$ cat src/rtl/pmod_pkg.sv
package pmod_pkg;
  typedef enum logic [1:0] {
    MOD_OFF   = 2'b00,
    MOD_AMP   = 2'b01,
    MOD_FREQ  = 2'b10,
    MOD_PHASE = 2'b11
  } mod_kind_e;

  typedef enum logic [1:0] {
    LVL_2  = 2'b00,
    LVL_4  = 2'b01,
    LVL_8  = 2'b10,
    LVL_16 = 2'b11
  } mod_level_e;

  typedef enum logic [1:0] {
    RAMP_OFF    = 2'b00,
    RAMP_P2P3   = 2'b01,
    RAMP_P3     = 2'b10,
    RAMP_SERIAL = 2'b11
  } ramp_mode_e;

  localparam logic [2:0] PINMAP_SPLIT = 3'b101;
  localparam int NUM_CH = 2;
endpackage

$ cat src/rtl/pmod_sync.sv
module pmod_sync #(
  parameter int W      = 4,
  parameter int STAGES = 2
) (
  input  logic         clk,
  input  logic         rst_n,
  input  logic [W-1:0] d_async,
  output logic [W-1:0] q_sync
);
  logic [W-1:0] stg [STAGES];

  always_ff @(posedge clk or negedge rst_n) begin
    if (!rst_n) stg[0] <= '0;
    else        stg[0] <= d_async;
  end

  for (genvar s = 1; s < STAGES; s++) begin : g_stage
    always_ff @(posedge clk or negedge rst_n) begin
      if (!rst_n) stg[s] <= '0;
      else        stg[s] <= stg[s-1];
    end
  end

  assign q_sync = stg[STAGES-1];
endmodule

$ cat src/rtl/pmod_index_decode.sv
module pmod_index_decode
  import pmod_pkg::*;
#(
  parameter int IDX_W = 4
) (
  input  logic [3:0]       pins,
  input  logic [1:0]       serial,
  input  mod_kind_e        kind,
  input  mod_level_e       level,
  input  logic             sweep_en,
  input  ramp_mode_e       rmode,
  input  logic [2:0]       pin_map,
  output logic [IDX_W-1:0] idx0,
  output logic [IDX_W-1:0] idx1,
  output logic             cfg_bad,
  output logic [1:0]       ramp_en,
  output logic [1:0]       ramp_dn
);
  always_comb begin
    idx0    = '0;
    idx1    = '0;
    cfg_bad = 1'b0;
    if (kind != MOD_OFF) begin
      if (sweep_en) cfg_bad = 1'b1;
      if (rmode == RAMP_P2P3 || rmode == RAMP_P3) cfg_bad = 1'b1;
      case (level)
        LVL_2: begin
          idx0[0] = pins[2];
          idx1[0] = pins[3];
        end
        LVL_4: begin
          if (pin_map == PINMAP_SPLIT) begin
            idx0[1:0] = {pins[0], pins[1]};
            idx1[1:0] = {pins[2], pins[3]};
          end else begin
            cfg_bad = 1'b1;
          end
        end
        default: cfg_bad = 1'b1;
      endcase
    end
  end

  always_comb begin
    ramp_en = 2'b00;
    ramp_dn = 2'b00;
    case (rmode)
      RAMP_P2P3: begin
        ramp_en = 2'b11;
        ramp_dn = {pins[3], pins[2]};
      end
      RAMP_P3: begin
        ramp_en = 2'b11;
        ramp_dn = {pins[3], pins[3]};
      end
      RAMP_SERIAL: begin
        ramp_en = 2'b11;
        ramp_dn = serial;
      end
      default: ;
    endcase
  end
endmodule

$ cat src/rtl/pmod_word_route.sv
module pmod_word_route
  import pmod_pkg::*;
#(
  parameter int WORD_W = 16,
  parameter int NWORDS = 16,
  localparam int IDX_W  = $clog2(NWORDS),
  localparam int BANK_W = WORD_W * NWORDS
) (
  input  logic              clk,
  input  logic              rst_n,
  input  logic [BANK_W-1:0] bank,
  input  logic [IDX_W-1:0]  idx,
  input  logic              force_base,
  input  mod_kind_e         kind,
  output logic [WORD_W-1:0] amp_q,
  output logic [WORD_W-1:0] freq_q,
  output logic [WORD_W-1:0] phase_q
);
  logic [WORD_W-1:0] base_w, sel_w, pick_w;

  assign base_w = bank[WORD_W-1:0];
  assign sel_w  = bank[int'(idx)*WORD_W +: WORD_W];
  assign pick_w = force_base ? base_w : sel_w;

  always_ff @(posedge clk or negedge rst_n) begin
    if (!rst_n) begin
      amp_q   <= '0;
      freq_q  <= '0;
      phase_q <= '0;
    end else begin
      amp_q   <= (kind == MOD_AMP)   ? pick_w : base_w;
      freq_q  <= (kind == MOD_FREQ)  ? pick_w : base_w;
      phase_q <= (kind == MOD_PHASE) ? pick_w : base_w;
    end
  end

  // a forced channel shows its base word on all outputs
  assert_base_on_force_R3: assert property (@(posedge clk) disable iff (!rst_n)
    force_base |=> (amp_q == $past(base_w)) && (freq_q == $past(base_w)) &&
                   (phase_q == $past(base_w)));

  // amplitude modulation leaves the other two outputs on word 0
  assert_unrouted_base_R2: assert property (@(posedge clk) disable iff (!rst_n)
    (kind == MOD_AMP) |=> (freq_q == $past(base_w)) && (phase_q == $past(base_w)));
endmodule

$ cat src/rtl/pmod_profile_select.sv
module pmod_profile_select
  import pmod_pkg::*;
#(
  parameter int WORD_W = 16,
  parameter int NWORDS = 16,
  localparam int IDX_W  = $clog2(NWORDS),
  localparam int BANK_W = WORD_W * NWORDS
) (
  input  logic              clk,
  input  logic              rst_n,
  input  logic [3:0]        profile_pins,
  input  logic [1:0]        serial_ramp,
  input  logic [1:0]        mod_type,
  input  logic [1:0]        mod_level,
  input  logic              sweep_en,
  input  logic [1:0]        ramp_mode,
  input  logic [2:0]        pin_map,
  input  logic [BANK_W-1:0] ch0_bank,
  input  logic [BANK_W-1:0] ch1_bank,
  output logic [WORD_W-1:0] ch0_amp,
  output logic [WORD_W-1:0] ch0_freq,
  output logic [WORD_W-1:0] ch0_phase,
  output logic [WORD_W-1:0] ch1_amp,
  output logic [WORD_W-1:0] ch1_freq,
  output logic [WORD_W-1:0] ch1_phase,
  output logic [1:0]        ramp_en,
  output logic [1:0]        ramp_dn,
  output logic              serial_1bit,
  output logic              config_error
);
  localparam int SYNC_W = 6;

  mod_kind_e  kind;
  mod_level_e level;
  ramp_mode_e rmode;
  assign kind  = mod_kind_e'(mod_type);
  assign level = mod_level_e'(mod_level);
  assign rmode = ramp_mode_e'(ramp_mode);

  logic [SYNC_W-1:0] sync_q;
  logic [3:0]        pins_s;
  logic [1:0]        serial_s;

  pmod_sync #(.W(SYNC_W), .STAGES(2)) u_sync (
    .clk     (clk),
    .rst_n   (rst_n),
    .d_async ({serial_ramp, profile_pins}),
    .q_sync  (sync_q)
  );
  assign pins_s   = sync_q[3:0];
  assign serial_s = sync_q[5:4];

  logic [IDX_W-1:0] idx [NUM_CH];
  logic             cfg_bad;
  logic [1:0]       ramp_en_d, ramp_dn_d;

  pmod_index_decode #(.IDX_W(IDX_W)) u_dec (
    .pins     (pins_s),
    .serial   (serial_s),
    .kind     (kind),
    .level    (level),
    .sweep_en (sweep_en),
    .rmode    (rmode),
    .pin_map  (pin_map),
    .idx0     (idx[0]),
    .idx1     (idx[1]),
    .cfg_bad  (cfg_bad),
    .ramp_en  (ramp_en_d),
    .ramp_dn  (ramp_dn_d)
  );

  logic err_q;
  logic force_base;
  assign force_base = cfg_bad | err_q | (kind == MOD_OFF);

  always_ff @(posedge clk or negedge rst_n) begin
    if (!rst_n) begin
      err_q       <= 1'b0;
      ramp_en     <= 2'b00;
      ramp_dn     <= 2'b00;
      serial_1bit <= 1'b0;
    end else begin
      err_q       <= err_q | cfg_bad;
      ramp_en     <= ramp_en_d;
      ramp_dn     <= ramp_dn_d;
      serial_1bit <= (rmode == RAMP_SERIAL);
    end
  end
  assign config_error = err_q;

  logic [BANK_W-1:0] bank_w  [NUM_CH];
  logic [WORD_W-1:0] amp_w   [NUM_CH];
  logic [WORD_W-1:0] freq_w  [NUM_CH];
  logic [WORD_W-1:0] phase_w [NUM_CH];
  assign bank_w[0] = ch0_bank;
  assign bank_w[1] = ch1_bank;

  for (genvar c = 0; c < NUM_CH; c++) begin : g_ch
    pmod_word_route #(.WORD_W(WORD_W), .NWORDS(NWORDS)) u_route (
      .clk        (clk),
      .rst_n      (rst_n),
      .bank       (bank_w[c]),
      .idx        (idx[c]),
      .force_base (force_base),
      .kind       (kind),
      .amp_q      (amp_w[c]),
      .freq_q     (freq_w[c]),
      .phase_q    (phase_w[c])
    );
  end

  assign ch0_amp   = amp_w[0];
  assign ch0_freq  = freq_w[0];
  assign ch0_phase = phase_w[0];
  assign ch1_amp   = amp_w[1];
  assign ch1_freq  = freq_w[1];
  assign ch1_phase = phase_w[1];

  // once raised, the error flag stays until reset
  assert_err_sticky_R6: assert property (@(posedge clk) disable iff (!rst_n)
    config_error |=> config_error);

  // sweep enable while modulating raises the flag on the next edge
  assert_sweep_flags_R6: assert property (@(posedge clk) disable iff (!rst_n)
    (sweep_en && mod_type != 2'b00) |=> config_error);

  // ramp mode off clears both ramp outputs
  assert_ramp_idle_R7: assert property (@(posedge clk) disable iff (!rst_n)
    (ramp_mode == 2'b00) |=> (ramp_en == 2'b00) && (ramp_dn == 2'b00));

  // serial ramp mode forces the 1-bit serial flag
  assert_serial_mode_R8: assert property (@(posedge clk) disable iff (!rst_n)
    (ramp_mode == 2'b11) |=> serial_1bit);
endmodule

$ cat config.mk
export PLATFORM = sky130hd
export DESIGN_NAME = pmod_profile_select
export DESIGN_NICKNAME = d
export VERILOG_FILES = /design/src/rtl/pmod_pkg.sv /design/src/rtl/pmod_sync.sv /design/src/rtl/pmod_index_decode.sv /design/src/rtl/pmod_word_route.sv /design/src/rtl/pmod_profile_select.sv
export SDC_FILE = /design/constraint.sdc
export NUM_CORES = 1
export LEC_CHECK = 0
export BUFFER_PORTS_ARGS = -buffer_cell sky130_fd_sc_hd__buf_2
export CAP_MARGIN = 20
export CORE_AREA = 2 2 248 250
export DETAILED_ROUTE_END_ITERATION = 8
export DIE_AREA = 0 0 250 252
export SLEW_MARGIN = 0
export SYNTH_ARGS = -nofsm -noshare
export SYNTH_HDL_FRONTEND = slang
export SYNTH_SLANG_ARGS = --single-unit
$ cat constraint.sdc
create_clock -name clk -period 2.4 [get_ports clk]
set_input_delay 0.48 -clock clk [delete_from_list [all_inputs] [get_ports clk]]
set_output_delay 0.48 -clock clk [all_outputs]
set_load 0.02 [all_outputs]
After elaboration in Yosys (flattened, before gate mapping):

Index checks and enable logic that the tools add are counted.

* input bits: 530
* flip-flop bits (word level): 114
* logic and storage cells: 52
* output and inout bits: 102

* bitwise logic cells: 2
* muxes and demuxes: 23
* reductions and logical operators: 5
* equal/unequal tests: 8
* shifts and indexed selects: 2

Operators with widths (number)
* indexed part select 256 x 7 -> 16 bit: 2
* 2-to-1 mux 16 bit: 8
* 2-to-1 mux 2 bit: 5
* == test 2 bit, second input constant: 4
* == test 2 x 1 -> 1 bit, second input constant: 3
* 2-to-1 mux 1 bit: 6
* case mux 1 bit (2 select lines): 3
* case mux 2 bit (3 select lines): 1
* zero test 2 bit: 2
* == test 3 bit, second input constant: 1
* OR reduction 3 bit: 1
* bitwise OR 1 bit: 2
* nonzero test 2 bit: 1
* logical OR 1 bit: 1

Logic depth before layout (Yosys ltp):

Gate-level depths: netlist of run 1.

* depth after elaboration: 10
* depth in mapped cells: 7
* depth with buffers taken out: 6

Hierarchy:

Synthesis of run 1 repeated with hierarchy kept, for this count alone.

* cell total of the unflattened synthesis: 625
* area, all modules: 8929.8 sq um

By module, submodules not included
* pmod_word_route: instances 2, seq. area each 1201.2 sq um, area an instance 4091.4 sq um, cells each 282
* pmod_sync: instances 1, seq. area each 300.3 sq um, area an instance 345.3 sq um, cells each 18
* pmod_index_decode: instances 1, seq. area each 0.0 sq um, area an instance 229.0 sq um, cells each 34
* pmod_profile_select: instances 1, seq. area each 150.1 sq um, area an instance 172.7 sq um, cells each 9

Worst setup path after synthesis of run 1:

Ideal clock, no wire load.

* kind: input to register
* start: input ramp_mode[0]
* end: register g_ch[1].u_route.freq_q[10]
* data arrival time: 2.004 ns
* path slack: 0.306 ns
* cell stages on the path: 7
* setup time: 0.090 ns
* path through: inv_1 ha_1 nor4b_4 and2_1 nand3_1 clkbuf_1 o221ai_1

* longest elaborated chain between the ends: 10
* elaborated cells on any way between the ends: 11
* classes of those cells: eq/ne: 2; mux: 6; bitwise: 2; reduce/logical: 1

Ends and longest elaborated chain
* from (decl): line pmod_profile_select.sv:16 `input logic [1:0] ramp_mode,`
* == test 2 x 1 -> 1 bit or == test 2 bit (tied branches): line pmod_index_decode.sv:25 `if (rmode == RAMP_P2P3 || rmode == RAMP_P3) cfg_bad = 1'b1;`
* logical OR 1 bit *: line pmod_index_decode.sv:25
* 2-to-1 mux 1 bit *: line pmod_index_decode.sv:25
* 2-to-1 mux 1 bit: line pmod_index_decode.sv:32 `if (pin_map == PINMAP_SPLIT) begin`
* case mux 1 bit (2 select lines) *: line pmod_index_decode.sv:26 `case (level)`
* 2-to-1 mux 1 bit *: line pmod_index_decode.sv:23 `if (kind != MOD_OFF) begin`
* bitwise OR 1 bit * (2 in series): line pmod_profile_select.sv:74 `assign force_base = cfg_bad | err_q | (kind == MOD_OFF);`
* 2-to-1 mux 16 bit *: line pmod_word_route.sv:23 `assign pick_w = force_base ? base_w : sel_w;`
* 2-to-1 mux 16 bit *: line pmod_word_route.sv:32 `freq_q <= (kind == MOD_FREQ) ? pick_w : base_w;`
* to (signal assigned): line pmod_word_route.sv:32
* to (decl): line pmod_word_route.sv:16 `output logic [WORD_W-1:0] freq_q,`

Every way passes the cells marked *; elsewhere a longest branch is shown, timed or not.

Final worst setup path of run 1:

* start: register u_sync.stg, in the netlist u_sync.q_sync[2]
* end: register g_ch[1].u_route.phase_q[6]

* longest elaborated chain between the ends: 6

Ends and longest elaborated chain
* from (decl): line pmod_sync.sv:10 `logic [W-1:0] stg [STAGES];`
* from (signal, indexed assignment): line pmod_sync.sv:20 `else stg[s] <= stg[s-1];`
* 2-to-1 mux 2 bit: line pmod_index_decode.sv:32
* 2-to-1 mux 1 bit: line pmod_index_decode.sv:26
* 2-to-1 mux 2 bit: line pmod_index_decode.sv:23
* indexed part select 256 x 7 -> 16 bit: line pmod_word_route.sv:22 `assign sel_w = bank[int'(idx)*WORD_W +: WORD_W];`
* 2-to-1 mux 16 bit: line pmod_word_route.sv:23
* 2-to-1 mux 16 bit: line pmod_word_route.sv:33 `phase_q <= (kind == MOD_PHASE) ? pick_w : base_w;`
* to (signal assigned): line pmod_word_route.sv:33
* to (decl): line pmod_word_route.sv:17 `output logic [WORD_W-1:0] phase_q`

Every way passes these cells.

==> impl_metrics.py, run 1 <==
metrics = {
    "global_route": {
        "vias_in_the_first_global_route": 5522,
        "overflow": 0,
        "initial_antenna_violation_count": 0,
        "grt_first_pass_wirelength_mm": 35.1,
        "grt_use_met1": 0.0829,
        "grt_util_met2": 0.134,
        "top_usage_layer": "met2",
        "grt_util_met3": 0.0328,
        "groute.usage.overall": 0.0791,
        "grt_start_max_net_pins": 114,
    },
    "timing": {
        "timing.final.crit_share": 0.880,
        "worst-slew-pin-transition_ns": 0.688,
        "holdWs_ns": 0.0919,
        "setup_violations": 0,
        "fmaxAchievable_mhz": 474,
        "timing.final.hold_violations": 0,
        "final.setup_skew_ns": 0.0118,
        "min_period_ns": 2.11,
        "grt_setup_unrepaired": "false",
        "maxSlewViolCount": 0,
        "worst_case_headroom_to_the_max_slew_limit": 0.542,
    },
    "cells_and_area": {
        "flow.area_growth_from_synthesis_pct": 66.5,
        "nNetsFinal": 1281,
        "proportion_of_layout_cells_with_a_drive_suffix_above_1": 0.455,
    },
    "clock_tree": {
        "clock_tree_from_tritoncts": "done",
        "clk_transition_reported_paths_ns": 0.06,
        "clock_tree.root_cell": "sky130_fd_sc_hd__clkbuf_16",
        "cts_sinks": 113,
        "ctsLongestPathBuffers": 2,
        "h-tree-depth": 4,
        "cts_resized": 0,
        "cts-buffers-inserted": 17,
        "clk_latency_ns": 0.47,
    },
    "setup_path": {
        "worst_ep_arrival_time_ns": 2.48,
        "critPathRequiredTime_ns": 2.77,
        "worst_path_largest_cell_delay_ns": 0.55,
        "critical_path_buf_inv_count": 1,
        "crit_chain": "nand4bb_1, a2111oi_4, nand2_1, buf_4, o221ai_1",
        "timing.setup.critical_path_class": "reg -> reg",
        "timing.critical_path.from_type": "register",
        "worst_path_max_delay_cell": "sky130_fd_sc_hd__a2111oi_4",
        "critPathMaxFanout": 7,
        "worst_path_dominant_cell_family": "compound AO/OA/AOI/OAI gates",
        "crit_path_end_kind": "register",
    },
    "placement": {
        "routabilityCongestion": 0.813,
        "port_buffers": 247,
        "dpl.hpwl_mm": 18.1,
    },
    "floorplanning": {
        "rows": 90,
        "io_pins": 632,
        "start_util": 0.0842,
        "floorplan.die_area_um2": 63000,
        "fp.dieW_um": 250,
        "floorplan.die.height_um": 252,
        "core-area_um2": 60100,
    },
    "synth": {
        "syn_area_per_cell_um2": 11.2,
        "synthDistinctLibCells": 35,
        "postSynthNetCount": 985,
        "yosysSeqAreaShare": 0.558,
        "synth-warning-count": 0,
        "number_of_flops_mapped_to_enable_cells_by_yosys": 0,
        "synthCells": 451,
        "syn-cell-area_um2": 5060,
        "synth_seq_cells": 113,
        "most_instantiated_flip_flop_cell_in_the_synthesis_netlist": "sky130_fd_sc_hd__dfrtp_1",
        "synth-async-reset-ratio": 1.00,
    },
    "drt": {
        "post-route-drc-count": 0,
        "via_per_inst": 3.33,
        "drt-pass1-iter-count": 5,
        "detailroute.via_count": 5135,
        "aggregate_routed_wire_length_mm": 24.7,
        "wl_per_cell_um": 16.0,
        "antenna_nets_post_route": 0,
        "drtIter0Drc": 201,
    },
    "pwr": {
        "static-leakage-power_nw": 3.84,
        "largest_vdd_supply_drop_v": 0.000545,
        "p_total_mw": 5.27,
        "cell_pwr_density_nw_per_um2": 625,
    },
    "outcome": {
        "status": "finished clean",
    },
    "hold_path": {
        "worst_min_path_class": "in -> async",
    },
    "job": {
        "maxCapViolCount": 0,
    },
}
[metrics by stage]
stage	util	setup slack [ns]	std cells	area, um2	TNS [ns]
2_1_floorplan	-	0.306	451	5060	0
3_3_place_gp	0.130	-0.104	1508	7820	-1.09
3_5_place_dp	0.130	-0.195	1508	7820	-3.23
4_1_cts	0.140	0.150	1542	8430	0
5_1_grt	0.140	0.105	1542	8430	0
6_report	0.140	0.288	1543	8430	0
[cells in the mapped netlist (2+ instances only)]
master	n	area share
sky130_fd_sc_hd__dfrtp_1	113	0.56
sky130_fd_sc_hd__nor2b_1	2	0.0025
sky130_fd_sc_hd__nand3_1	6	0.0059
sky130_fd_sc_hd__o221ai_1	96	0.17
sky130_fd_sc_hd__o21ai_0	47	0.046
sky130_fd_sc_hd__nand2_1	58	0.043
sky130_fd_sc_hd__buf_4	2	0.0030
sky130_fd_sc_hd__clkbuf_1	16	0.012
sky130_fd_sc_hd__buf_2	6	0.0059
sky130_fd_sc_hd__inv_1	38	0.028
sky130_fd_sc_hd__o2111ai_1	3	0.0052
sky130_fd_sc_hd__mux2i_1	32	0.063
sky130_fd_sc_hd__and2_1	3	0.0037
sky130_fd_sc_hd__nor2_1	3	0.0022
sky130_fd_sc_hd__ha_1	4	0.0099
sky130_fd_sc_hd__o21ai_1	2	0.0020
sky130_fd_sc_hd__a21oi_1	2	0.0020
[worst register-to-register path: cells and delay by family, from the launching register on]
kind	cells	cell delay, ns
AO/OA/AOI/OAI	2	0.75
buffers and inverters	1	0.26
flip-flops	1	0.44
AND/OR/NAND/NOR	2	0.59
[area by class of cell]
| cell class | instances | area [um2] |
|---|---|---|
| Fill cell | 6848 | 51700 |
| Sequential cell | 113 | 2830 |
| Multi-Input combinational cell | 273 | 1980 |
| Timing Repair Buffer | 304 | 1930 |
| Tap cell | 782 | 978 |
| Clock buffer | 18 | 439 |
| Inverter | 38 | 143 |
| Clock inverter | 14 | 130 |
| Antenna cell | 1 | 2.50 |
[path summary, 6_finish.rpt]
| kind | from | depth (start not counted) | slack, ns | to |
|---|---|---|---|---|
| setup / recovery | u_sync.q_sync[2] | 5 | 0.29 | g_ch[1].u_route.phase_q[6] |
| hold / removal | rst_n | 2 | 0.09 | g_ch[0].u_route.phase_q[3] |
| setup reg to reg | u_sync.q_sync[2] | 5 | 0.29 | g_ch[1].u_route.phase_q[6] |
| hold reg to reg | u_sync.stg[6] | 0 | 0.34 | u_sync.q_sync[0] |
| max in group asynchronous | rst_n | 2 | 1.77 | g_ch[1].u_route.amp_q[10] |
| min in group clk | profile_pins[0] | 1 | 0.12 | u_sync.stg[6] |
[layer usage]
| metal | share of wire | wire [um] |
|---|---|---|
| met1 | 0.38 | 9480 |
| met2 | 0.49 | 12200 |
| met3 | 0.094 | 2330 |
| met4 | 0.026 | 648 |
| met5 | 0 | 0 |
[cell families (layout without fill, tap and decap cells)]
family,after synthesis,count (layout),share of synthesized area
mux,32,32,0.0633
simple gates,79,79,0.0719
other cells,0,1,0
buf+inv,65,374,0.0561
flops,113,113,0.558
fa+ha+maj,4,4,0.00988
compound gates,158,158,0.240
[sequential cells by signal (all words and copies together) (netlist names)]
name                  count
config_error              1
g_ch.u_route.amp_q       32
g_ch.u_route.freq_q      32
g_ch.u_route.phase_q     32
ramp_dn                   2
ramp_en                   1
serial_1bit               1
u_sync.q_sync             6
u_sync.stg                6
[placed cells by master, fill, tap and decap left out, types with 4 or more instances in the layout]
master,count
sky130_fd_sc_hd__buf_12,21
sky130_fd_sc_hd__buf_2,246
sky130_fd_sc_hd__buf_4,37
sky130_fd_sc_hd__clkbuf_16,17
sky130_fd_sc_hd__clkinvlp_4,5
sky130_fd_sc_hd__dfrtp_1,113
sky130_fd_sc_hd__ha_1,4
sky130_fd_sc_hd__inv_1,38
sky130_fd_sc_hd__mux2i_1,32
sky130_fd_sc_hd__nand2_1,58
sky130_fd_sc_hd__nand3_1,6
sky130_fd_sc_hd__o21ai_0,47
sky130_fd_sc_hd__o221ai_1,96
[power by group]
| part | internal (mW) | switching (mW) | leakage [nW] | total, mW |
|---|---|---|---|---|
| combinational | 0.277 | 0.443 | 2.26 | 0.719 |
| clock | 1.45 | 1.07 | 0.265 | 2.52 |
| sequential | 2.00 | 0.0321 | 1.32 | 2.03 |
| total | 3.73 | 1.54 | 3.84 | 5.27 |
[timing repair]
action / CTS / global route
buffers inserted: 2 / 0
hold buffers: 0 / 0
setup endpoints to repair: 1 / 0
(Power assumes the default switching activity.)
==> run 2: changes to the inputs <==
Settings changed: CORE_AREA 2 2 248 250 to 2 2 245 247, DIE_AREA 0 0 250 252 to 0 0 247 249, HOLD_SLACK_MARGIN set to 0.1.
Clock period 2.4 ns to 1.75 ns, I/O delays scaled along.
==> impl_metrics.py, run 2 (same netlist as run 1, synthesis figures left out) <==
metrics = {
    "placement": {
        "place_inst": 1525,
        "port_buffers": 247,
        "routabilityCongestion": 0.812,
        "dpl.hpwl_mm": 24.6,
        "dp_slack_ns": -0.561,
    },
    "setup_path": {
        "r2r.worst_path.cells": 6,
        "r2r_slack_ns": 0.04,
        "critPathMaxFanout": 11,
        "critPathRequiredTime_ns": 2.11,
        "timing.setup.critical_path_class": "reg -> reg",
        "timing.critical_path.from_type": "register",
        "regToRegEndpoint": "g_ch[1].u_route.freq_q[13]",
        "timing.rr.start": "u_sync.q_sync[2]",
        "worst_ep_arrival_time_ns": 2.07,
        "crit_path_end_kind": "register",
    },
    "hold_path": {
        "hold_path_startpoint": "ch1_bank[6]",
        "hold-path-cell-count": 3,
        "worst_min_path_class": "in -> reg",
        "worst_hold_path.endpoint": "g_ch[1].u_route.amp_q[6]",
    },
    "clock_tree": {
        "cts_sinks": 113,
        "clock_tree_from_tritoncts": "done",
        "h-tree-depth": 4,
        "ctsLongestPathBuffers": 2,
        "clk_latency_ns": 0.45,
        "clk_transition_reported_paths_ns": 0.06,
        "clock_tree.root_cell": "sky130_fd_sc_hd__clkbuf_16",
        "cts-buffers-inserted": 17,
    },
    "floorplanning": {
        "fp.dieW_um": 247,
        "core-area_um2": 58700,
        "rows": 89,
        "floorplan.die.height_um": 249,
        "start_util": 0.0863,
        "io_pins": 632,
        "floorplan.die_area_um2": 61500,
    },
    "drt": {
        "wl_per_cell_um": 20.0,
        "antenna_nets_post_route": 0,
        "post-route-drc-count": 0,
        "drtIter0Drc": 385,
        "aggregate_routed_wire_length_mm": 31.5,
        "via_per_inst": 3.46,
        "detailroute.via_count": 5459,
        "drt-pass1-iter-count": 5,
    },
    "timing": {
        "worst-slew-pin-transition_ns": 0.527,
        "final.setup_skew_ns": 0.00996,
        "timing.final.hold_violations": 0,
        "setup_slack_ns": 0.0407,
        "setup_violations": 0,
        "min_period_ns": 1.71,
        "worst_case_headroom_to_the_max_slew_limit": 0.649,
        "maxSlewViolCount": 0,
        "grt_setup_unrepaired": "true",
        "fmaxAchievable_mhz": 585,
        "timing.final.crit_share": 0.977,
    },
    "cells_and_area": {
        "final_common_cell": "sky130_fd_sc_hd__buf_2",
        "final-instance-count-excl-fill": 1576,
        "multi_input_area_um2": 2550,
        "flow.area_growth_from_synthesis_pct": 86.5,
        "final_util": 0.161,
        "regs_by_ff_count": "g_ch.u_route.amp_q x32, g_ch.u_route.freq_q x32, g_ch.u_route.phase_q x32",
        "proportion_of_layout_cells_with_a_drive_suffix_above_1": 0.557,
        "most-common-layout-cells": "246 x sky130_fd_sc_hd__buf_2, 112 x sky130_fd_sc_hd__dfrtp_1, 61 x sky130_fd_sc_hd__o221ai_1",
        "ff_latch_area_um2": 2830,
        "final.fill_count": 6499,
        "nNetsFinal": 1320,
    },
    "pwr": {
        "power.share.switching": 0.282,
        "comb_power_share": 0.157,
        "power.share.clock": 0.496,
        "power.internal_mw": 5.80,
        "total_switching_power_mw": 2.27,
        "sequentialPowerShare": 0.347,
        "largest_vdd_supply_drop_v": 0.000781,
        "cell_pwr_density_nw_per_um2": 855,
        "static-leakage-power_nw": 4.11,
    },
    "global_route": {
        "grt_start_max_net_pins": 33,
        "vias_in_the_first_global_route": 5660,
        "grt_first_pass_wirelength_mm": 42.8,
        "overflow": 0,
        "initial_antenna_violation_count": 11,
        "groute.usage.overall": 0.102,
    },
    "outcome": {
        "status": "finished clean",
    },
    "job": {
        "maxCapViolCount": 0,
    },
}
## run 2: cell count changes in the layout (fill, tap and decap cells not counted), moves of 5 or more
cell                            change
sky130_fd_sc_hd__clkinvlp_4         -5
sky130_fd_sc_hd__buf_4             +21
sky130_fd_sc_hd__o221ai_1          -35
sky130_fd_sc_hd__dlygate4sd3_1      +7
sky130_fd_sc_hd__buf_6              +5
sky130_fd_sc_hd__nand2_2            +6
sky130_fd_sc_hd__mux2i_4            +9
sky130_fd_sc_hd__nand2_1            -6
sky130_fd_sc_hd__o221ai_2          +31
sky130_fd_sc_hd__mux2i_1           -13
## run 2: per-stage QoR
stage	TNS (ns)	hold slack [ns]	power, mW	instance area (um2)
5_1_grt	-0.0405	0.140	8.40	9430
3_5_place_dp	-31.06	0.337	3.99	8210
2_1_floorplan	-1.68	0.0544	3.31	5330
3_3_place_gp	-29.90	0.335	3.97	8210
4_1_cts	-0.00241	0.111	8.17	9180
6_report	0	0.137	8.07	9440
## run 2: critical path, cell delays in order, from the launching register on
cell	delay, ns
sky130_fd_sc_hd__dfrtp_1	0.41
sky130_fd_sc_hd__nand4bb_4	0.21
sky130_fd_sc_hd__a2111oi_4	0.36
sky130_fd_sc_hd__buf_4	0.19
sky130_fd_sc_hd__nand2_2	0.08
sky130_fd_sc_hd__buf_12	0.17
sky130_fd_sc_hd__o221ai_4	0.18
## run 2: area by class of cell
cell class / count / area share
sequential: 113 / 0.300
antenna: 4 / 0.00106
clock inverter: 14 / 0.0239
inverter: 38 / 0.0167
multi-input combinational: 276 / 0.271
timing repair buffer: 340 / 0.240
tap: 773 / 0.102
clock buffer: 18 / 0.0455
## run 2: layer usage
layer	vias up	global-route usage	wire (um)
met5	-	0	54
met4	8	0.0334	662
met3	42	0.0434	3390
met2	320	0.144	13200
met1	2676	0.138	14200
li1	2413	-	-
## run 2: power by group through the flow
stage / clock, mW / combinational (mW) / sequential [mW]
2_1_floorplan: 0 / 0.318 / 2.99
3_3_place_gp: 0 / 1.12 / 2.85
3_5_place_dp: 0 / 1.14 / 2.85
4_1_cts: 4.13 / 1.24 / 2.80
5_1_grt: 4.21 / 1.38 / 2.81
6_report: 4.00 / 1.27 / 2.80
## run 2: timing repair
item	4_1_cts	5_1_grt
cloned	2	1
hold buffers	7	0
setup endpoints to repair	94	71
gates resized for setup	33	41
hold endpoints to repair	34	0
pin swaps	5	5
setup buffers	4	3
## run 2: worst max-delay path by stage
stage | endpoint | startpoint | depth (start not counted)
floorplan | g_ch[1].u_route.freq_q[11] | ramp_mode[1] | 7
global route | g_ch[1].u_route.freq_q[7] | u_sync.q_sync[2] | 6
CTS | g_ch[0].u_route.freq_q[1] | u_sync.q_sync[2] | 8
global placement | g_ch[0].u_route.amp_q[7] | ramp_mode[1] | 8
detailed placement | g_ch[0].u_route.amp_q[7] | mod_level[0] | 5
finish | g_ch[1].u_route.freq_q[13] | u_sync.q_sync[2] | 6
